$ cat src/rtl/bp_pkg.sv
package bp_pkg;

    typedef enum logic [1:0] {
        ST_EMPTY     = 2'd0,
        ST_NOT_TAKEN = 2'd1,
        ST_TAKEN     = 2'd2,
        ST_CONFIRMED = 2'd3
    } bp_state_e;

    function automatic logic state_says_taken(input bp_state_e s);
        return (s == ST_TAKEN) || (s == ST_CONFIRMED);
    endfunction

endpackage

$ cat src/rtl/bp_addr_split.sv
module bp_addr_split #(
    parameter int ADDR_W = 32,
    parameter int OFF_W  = 2,
    parameter int IDX_W  = 4,
    localparam int TAG_W = ADDR_W - OFF_W - IDX_W
) (
    input  logic [ADDR_W-1:0] addr,
    output logic [IDX_W-1:0]  idx,
    output logic [TAG_W-1:0]  tag
);
    logic unused_low;

    assign idx        = addr[OFF_W +: IDX_W];
    assign tag        = addr[ADDR_W-1 -: TAG_W];
    assign unused_low = ^addr[OFF_W-1:0];
endmodule

$ cat src/rtl/bp_entry.sv
module bp_entry
    import bp_pkg::*;
#(
    parameter int TAG_W = 26
) (
    input  logic             clk,
    input  logic             rst,
    input  logic             wr_en,
    input  logic [TAG_W-1:0] wr_tag,
    input  logic             wr_taken,
    output bp_state_e        state_o,
    output logic [TAG_W-1:0] tag_o
);
    bp_state_e        state_q, state_d;
    logic [TAG_W-1:0] tag_q;
    logic             hit;

    assign hit = (state_q != ST_EMPTY) && (tag_q == wr_tag);

    always_comb begin
        state_d = state_q;
        if (wr_en) begin
            if (!hit) begin
                state_d = wr_taken ? ST_TAKEN : ST_NOT_TAKEN;
            end else begin
                unique case (state_q)
                    ST_NOT_TAKEN: state_d = wr_taken ? ST_TAKEN     : ST_NOT_TAKEN;
                    ST_TAKEN:     state_d = wr_taken ? ST_CONFIRMED : ST_NOT_TAKEN;
                    ST_CONFIRMED: state_d = wr_taken ? ST_CONFIRMED : ST_NOT_TAKEN;
                    default:      state_d = wr_taken ? ST_TAKEN     : ST_NOT_TAKEN;
                endcase
            end
        end
    end

    always_ff @(posedge clk) begin
        if (rst) begin
            state_q <= ST_EMPTY;
            tag_q   <= '0;
        end else begin
            state_q <= state_d;
            if (wr_en && !hit) tag_q <= wr_tag;
        end
    end

    assign state_o = state_q;
    assign tag_o   = tag_q;


    reset_empty_chk: assert property (@(posedge clk) rst |=> state_q == ST_EMPTY);


    confirm_chk: assert property (@(posedge clk) disable iff (rst)
        (wr_en && hit && wr_taken && state_q == ST_TAKEN) |=> state_q == ST_CONFIRMED);


    miss_clears_chk: assert property (@(posedge clk) disable iff (rst)
        (wr_en && hit && !wr_taken) |=> state_q == ST_NOT_TAKEN);


    confirmed_hold_chk: assert property (@(posedge clk) disable iff (rst)
        (state_q == ST_CONFIRMED && !(wr_en && !wr_taken) && !(wr_en && !hit))
        |=> state_q == ST_CONFIRMED);


    tag_install_chk: assert property (@(posedge clk) disable iff (rst)
        (wr_en && !hit) |=> (tag_q == $past(wr_tag)) && (state_q != ST_EMPTY));
endmodule

$ cat src/rtl/branch_confirm_predictor.sv
module branch_confirm_predictor
    import bp_pkg::*;
#(
    parameter int ADDR_W = 32,
    parameter int IDX_W  = 4,
    localparam int OFF_W   = 2,
    localparam int ENTRIES = 1 << IDX_W,
    localparam int TAG_W   = ADDR_W - OFF_W - IDX_W
) (
    input  logic              clk,
    input  logic              rst,
    input  logic [ADDR_W-1:0] fe_addr,
    output logic              fe_pred_taken,
    input  logic              rs_valid,
    input  logic [ADDR_W-1:0] rs_addr,
    input  logic              rs_taken,
    input  logic              rs_pred_used,
    output logic              mispredict_o
);
    logic [IDX_W-1:0] fe_idx, rs_idx;
    logic [TAG_W-1:0] fe_tag, rs_tag;
    bp_state_e        ent_state [ENTRIES];
    logic [TAG_W-1:0] ent_tag   [ENTRIES];
    bp_state_e        fe_state;
    logic             fe_hit;
    logic             mispredict_q;

    bp_addr_split #(.ADDR_W(ADDR_W), .OFF_W(OFF_W), .IDX_W(IDX_W)) u_fe_split (
        .addr (fe_addr),
        .idx  (fe_idx),
        .tag  (fe_tag)
    );

    bp_addr_split #(.ADDR_W(ADDR_W), .OFF_W(OFF_W), .IDX_W(IDX_W)) u_rs_split (
        .addr (rs_addr),
        .idx  (rs_idx),
        .tag  (rs_tag)
    );

    for (genvar i = 0; i < ENTRIES; i++) begin : g_entry
        bp_entry #(.TAG_W(TAG_W)) u_entry (
            .clk      (clk),
            .rst      (rst),
            .wr_en    (rs_valid && (rs_idx == IDX_W'(i))),
            .wr_tag   (rs_tag),
            .wr_taken (rs_taken),
            .state_o  (ent_state[i]),
            .tag_o    (ent_tag[i])
        );
    end

    assign fe_state      = ent_state[fe_idx];
    assign fe_hit        = (fe_state != ST_EMPTY) && (ent_tag[fe_idx] == fe_tag);
    assign fe_pred_taken = fe_hit && state_says_taken(fe_state);

    always_ff @(posedge clk) begin
        if (rst) mispredict_q <= 1'b0;
        else     mispredict_q <= rs_valid && (rs_pred_used != rs_taken);
    end

    assign mispredict_o = mispredict_q;


    mispredict_src_chk: assert property (@(posedge clk) disable iff (rst)
        mispredict_o |-> $past(rs_valid));


    empty_not_taken_chk: assert property (@(posedge clk) disable iff (rst)
        (fe_state == ST_EMPTY) |-> !fe_pred_taken);
endmodule

$ cat config.mk
export PLATFORM = sky130hd
export DESIGN_NAME = branch_confirm_predictor
export DESIGN_NICKNAME = d
export VERILOG_FILES = /design/src/rtl/bp_pkg.sv /design/src/rtl/bp_addr_split.sv /design/src/rtl/bp_entry.sv /design/src/rtl/branch_confirm_predictor.sv
export SDC_FILE = /design/constraint.sdc
export NUM_CORES = 1
export LEC_CHECK = 0
export CAP_MARGIN = 0
export CORE_MARGIN = 10
export CORE_UTILIZATION = 55
export CTS_CLUSTER_DIAMETER = 100
export DETAILED_ROUTE_END_ITERATION = 6
export HOLD_SLACK_MARGIN = 0.05
export MAX_ROUTING_LAYER = met4
export PLACE_DENSITY = 0.71
export SYNTH_ARGS = -nofsm -noshare
export SYNTH_HDL_FRONTEND = slang
export SYNTH_SLANG_ARGS = --single-unit
$ cat constraint.sdc
create_clock -name clk -period 2.85 [get_ports clk]
set_input_delay 0.285 -clock clk [delete_from_list [all_inputs] [get_ports clk]]
set_output_delay 0.285 -clock clk [all_outputs]
set_load 0.03 [all_outputs]
==> results.py <==
metrics = {
    "setup_path": {
        "critical_path.cell_chain": "mux4_2 > mux2i_1 > xor2_1 > buf_4 > o211ai_1 > o41ai_1 > nand3_1 > nor4_4 > buf_4 > buf_12",
        "critPathLaunchType": "register",
        "rrSetupSlack_ns": 0.02,
        "crit-reg2reg-capture": "g_entry[7].u_entry.tag_o[5]$_SDFFE_PP0P_",
        "worstPathArrival_ns": 3.51,
        "crit_path_top_delay_cell": "nor4_4",
        "highest_cell_delay_on_the_worst_timing_path_ns": 0.51,
        "crit_required_ns": 2.57,
        "path_class": "reg2out",
        "r2r.worst_path.cells": 10,
        "path_common_cell": "buf_4",
        "rr_startpoint": "g_entry[7].u_entry.tag_o[21]$_SDFFE_PP0P_",
        "end_kind": "output pin",
        "cp_max_fo": 3,
    },
    "floorplanning": {
        "placementRows": 78,
        "die_w_um": 235,
        "initial_utilization": 0.560,
        "floorplan.io_pins": 71,
        "fp.dieArea_um2": 55400,
        "core-area_um2": 45600,
        "die_h_um": 235,
    },
    "logic_synthesis": {
        "synth_cell_types": 56,
        "synth_edf_count": 0,
        "seq_area_frac_synth": 0.352,
        "synthesis.instances": 2614,
        "flop_and_latch_count_out_of_synthesis": 449,
        "synth_top_flop_cell": "dfxtp_1",
        "leading_post_synthesis_cells_by_cell_area": "dfxtp_1 35%, mux2i_1 19%, xnor2_1 9.2%, mux4_2 9.0%, nor2_1 7.2%",
        "avgSynthCellArea_um2": 9.76,
        "synth-warning-count": 0,
        "yosys.area.top_type_share": 0.352,
        "asyncSetResetFlopFracSynth": 0,
        "syn-num-nets": 2683,
        "mappedNetlistArea_um2": 25500,
        "post-synth-top-area-cell": "dfxtp_1",
    },
    "layout": {
        "area_growth_syn_to_layout_pct": 26.2,
        "filler_cell_count": 3398,
        "net_total_in_the_final_layout": 3088,
        "post_route_cells_drive_above_1_share": 0.257,
        "stdcell_area_um2": 32200,
    },
    "global_route": {
        "antenna_found_initial": 2,
        "grt_overflow": 0,
        "grt_pass1_vias": 22600,
        "grt_pass1_wl_mm": 152,
        "grt_start_max_net_pins": 99,
        "grt_use_total": 0.379,
    },
    "cts": {
        "tritoncts.num_buffers": 50,
        "clock_path_buffers": 3,
        "clock_tree.htree_level_count": 2,
        "cts.clk_slew.worst_paths_ns": 0.06,
        "clkSinkCount": 449,
        "tritoncts": "built",
        "worst_skew_pair.late_latency_ns": 0.62,
        "root_buffer": "clkbuf_16",
    },
    "sta": {
        "grt_setup_unrepaired": "yes",
        "final.setup.worst_slack_ns": -0.947,
        "max_slew.worst_pin.slew_ns": 0.842,
        "maxSlewHeadroom": 0.439,
        "slew_viol_final": 0,
        "setup_tns_ns": -0.947,
        "holdWs_ns": 0.0692,
        "clock.fmax_mhz": 263,
        "finalHoldViolCount": 0,
        "final.min_clock_period_ns": 3.80,
        "setup_viol": 1,
        "period_utilization": 1.33,
        "worst_clk_skew_ns": 0.0334,
    },
    "route": {
        "detail_route.wl_per_cell_um": 28.9,
        "initialDrtViolationCount": 2809,
        "drt_pre_antenna_iters": 6,
        "finalWirelength_mm": 106,
        "remaining_drc_errors": 0,
        "avgViaCountPerCell": 6.16,
        "routed-via-count": 22500,
        "number_of_routed_nets_with_antenna_violations": 0,
    },
    "min_path": {
        "holdCritPathClass": "in2reg",
        "worstHoldStart": "rs_addr[18]",
        "hold-path-endpoint": "g_entry[12].u_entry.tag_o[12]$_SDFFE_PP0P_",
        "hold_path_depth": 3,
    },
    "status": {
        "run_status": "finished with violations",
        "failed_checks": "negative setup slack",
    },
    "pwr": {
        "power.density_nw_per_um2": 471,
        "leakage_uw": 0.0154,
        "peakVddDrop_mv": 0.524,
    },
    "place": {
        "gp_congestion": 1.07,
        "dp_hpwl_mm": 80.9,
        "port_buffers": 66,
        "place_ws_ns": -0.794,
        "detailed_place.area_um2": 30500,
    },
    "flow_run": {
        "cap_viol_max_count": 0,
    },
}
## synthesized netlist by cell type (6+ instances only)
cell type	n
clkbuf_1	135
o211ai_1	6
nand2_1	32
xnor2_1	267
a211oi_1	19
mux4_2	102
nor2_1	486
mux2i_1	485
o22ai_1	7
o21ai_0	28
a22oi_1	7
nand4_1	80
o32ai_1	6
buf_6	9
nor3_1	39
xor2_1	172
nor4_1	36
dfxtp_1	449
a21oi_1	14
nand3_1	8
buf_4	16
buf_2	87
o21a_1	15
mux2_2	17
inv_1	27
## power by group
group / switching (uW) / internal (uW) / leakage (uW)
Sequential: 81.3 / 6360 / 0.00363
Combinational: 1290 / 955 / 0.0109
Clock: 2820 / 3660 / 0.000799
Total: 4190 / 11000 / 0.0154
## metrics by stage
stage               cells   util  total power (uW)
floorplan            2614      -              7690
finish               3659  0.706             15200
detailed placement   3566  0.669              8740
CTS                  3658  0.706             15100
global placement     3566  0.669              8720
global route         3659  0.706             15500
## registers in the layout (all words and copies together), names as in the netlist
| register | cells |
|---|---|
| g_entry.u_entry.tag_o | 416 |
| mispredict_o | 1 |
| g_entry.u_entry.state_o | 32 |
## critical path: cells and delay by family, from the launching register on
family          cells  cell delay (ns)
xor+xnor            1             0.19
buf+inv             3             0.46
flops               1             0.34
compound gates      2             0.31
mux                 2             0.87
simple gates        2             0.72
## routing by layer
metal,vias to the layer above,track usage,routed length [um]
li1,9849,-,-
met3,333,0.0572,8220
met2,1190,0.581,47800
met5,-,-,0
met4,0,0.298,9580
met1,11200,0.442,40200
## cells by family (layout without fill, tap and decap cells)
logic type / Yosys count / in the layout / synth area share
simple gates: 705 / 705 / 0.121
buf+inv: 278 / 722 / 0.0502
other cells: 0 / 1 / 0
flops: 449 / 449 / 0.352
compound gates: 139 / 139 / 0.0383
mux: 604 / 604 / 0.288
xor+xnor: 439 / 439 / 0.151
## worst max-delay path by stage
| stage | startpoint | end | slack [ns] | cells past startpoint |
|---|---|---|---|---|
| finish | g_entry[14].u_entry.tag_o[22]$_SDFFE_PP0P_ | fe_pred_taken | -0.95 | 10 |
| floorplan | fe_addr[3] | fe_pred_taken | 0.005 | 8 |
| CTS | g_entry[7].u_entry.tag_o[2]$_SDFFE_PP0P_ | fe_pred_taken | -0.84 | 9 |
| global route | g_entry[13].u_entry.tag_o[24]$_SDFFE_PP0P_ | fe_pred_taken | -0.91 | 9 |
| detailed placement | fe_addr[4] | fe_pred_taken | -0.79 | 10 |
| global placement | fe_addr[4] | fe_pred_taken | -0.84 | 12 |
## placed cells by master (no fill, tap or decap), types with 6 or more instances in the layout
master,synthesis,routed
o21a_1,15,15
o211ai_1,6,6
buf_4,16,484
clkbuf_16,0,52
a211oi_1,19,19
a22oi_1,7,7
clkbuf_1,135,11
nand2_1,32,32
o21ai_0,28,13
clkbuf_8,0,12
buf_2,87,19
xor2_1,172,172
xnor2_1,267,265
o32ai_1,6,6
buf_12,0,53
nand4_1,80,80
dfxtp_1,449,448
mux4_2,102,102
o22ai_1,7,7
clkinv_2,0,11
nor2_1,486,486
mux2_2,17,17
a21oi_1,14,14
inv_1,27,27
mux2i_1,485,484
nand3_1,8,8
o21ai_4,0,15
nor3_1,39,39
clkdlybuf4s50_1,0,42
nor4_1,36,36
## area by class of cell
cell class | count | area (um2) | share of cell area
clock inverters | 16 | 116 | 0.00362
diodes | 1 | 2.50 | 0.0000778
clock buffers | 75 | 1510 | 0.0469
flip-flops and latches | 449 | 8990 | 0.279
well taps | 600 | 751 | 0.0233
inverters | 29 | 109 | 0.00338
multi-input cells | 1887 | 15400 | 0.480
repair buffers | 602 | 5260 | 0.163
## what timing repair did
action | CTS | global route
cloned | 0 | 0
pin swaps | 3 | 0
resized for setup | 4 | 5
endpoints found under the setup margin | 1 | 1
setup buffers | 0 | 0
hold buffers | 1 | 0
hold endpoints to repair | 1 | 0
(Power assumes the default switching activity.)
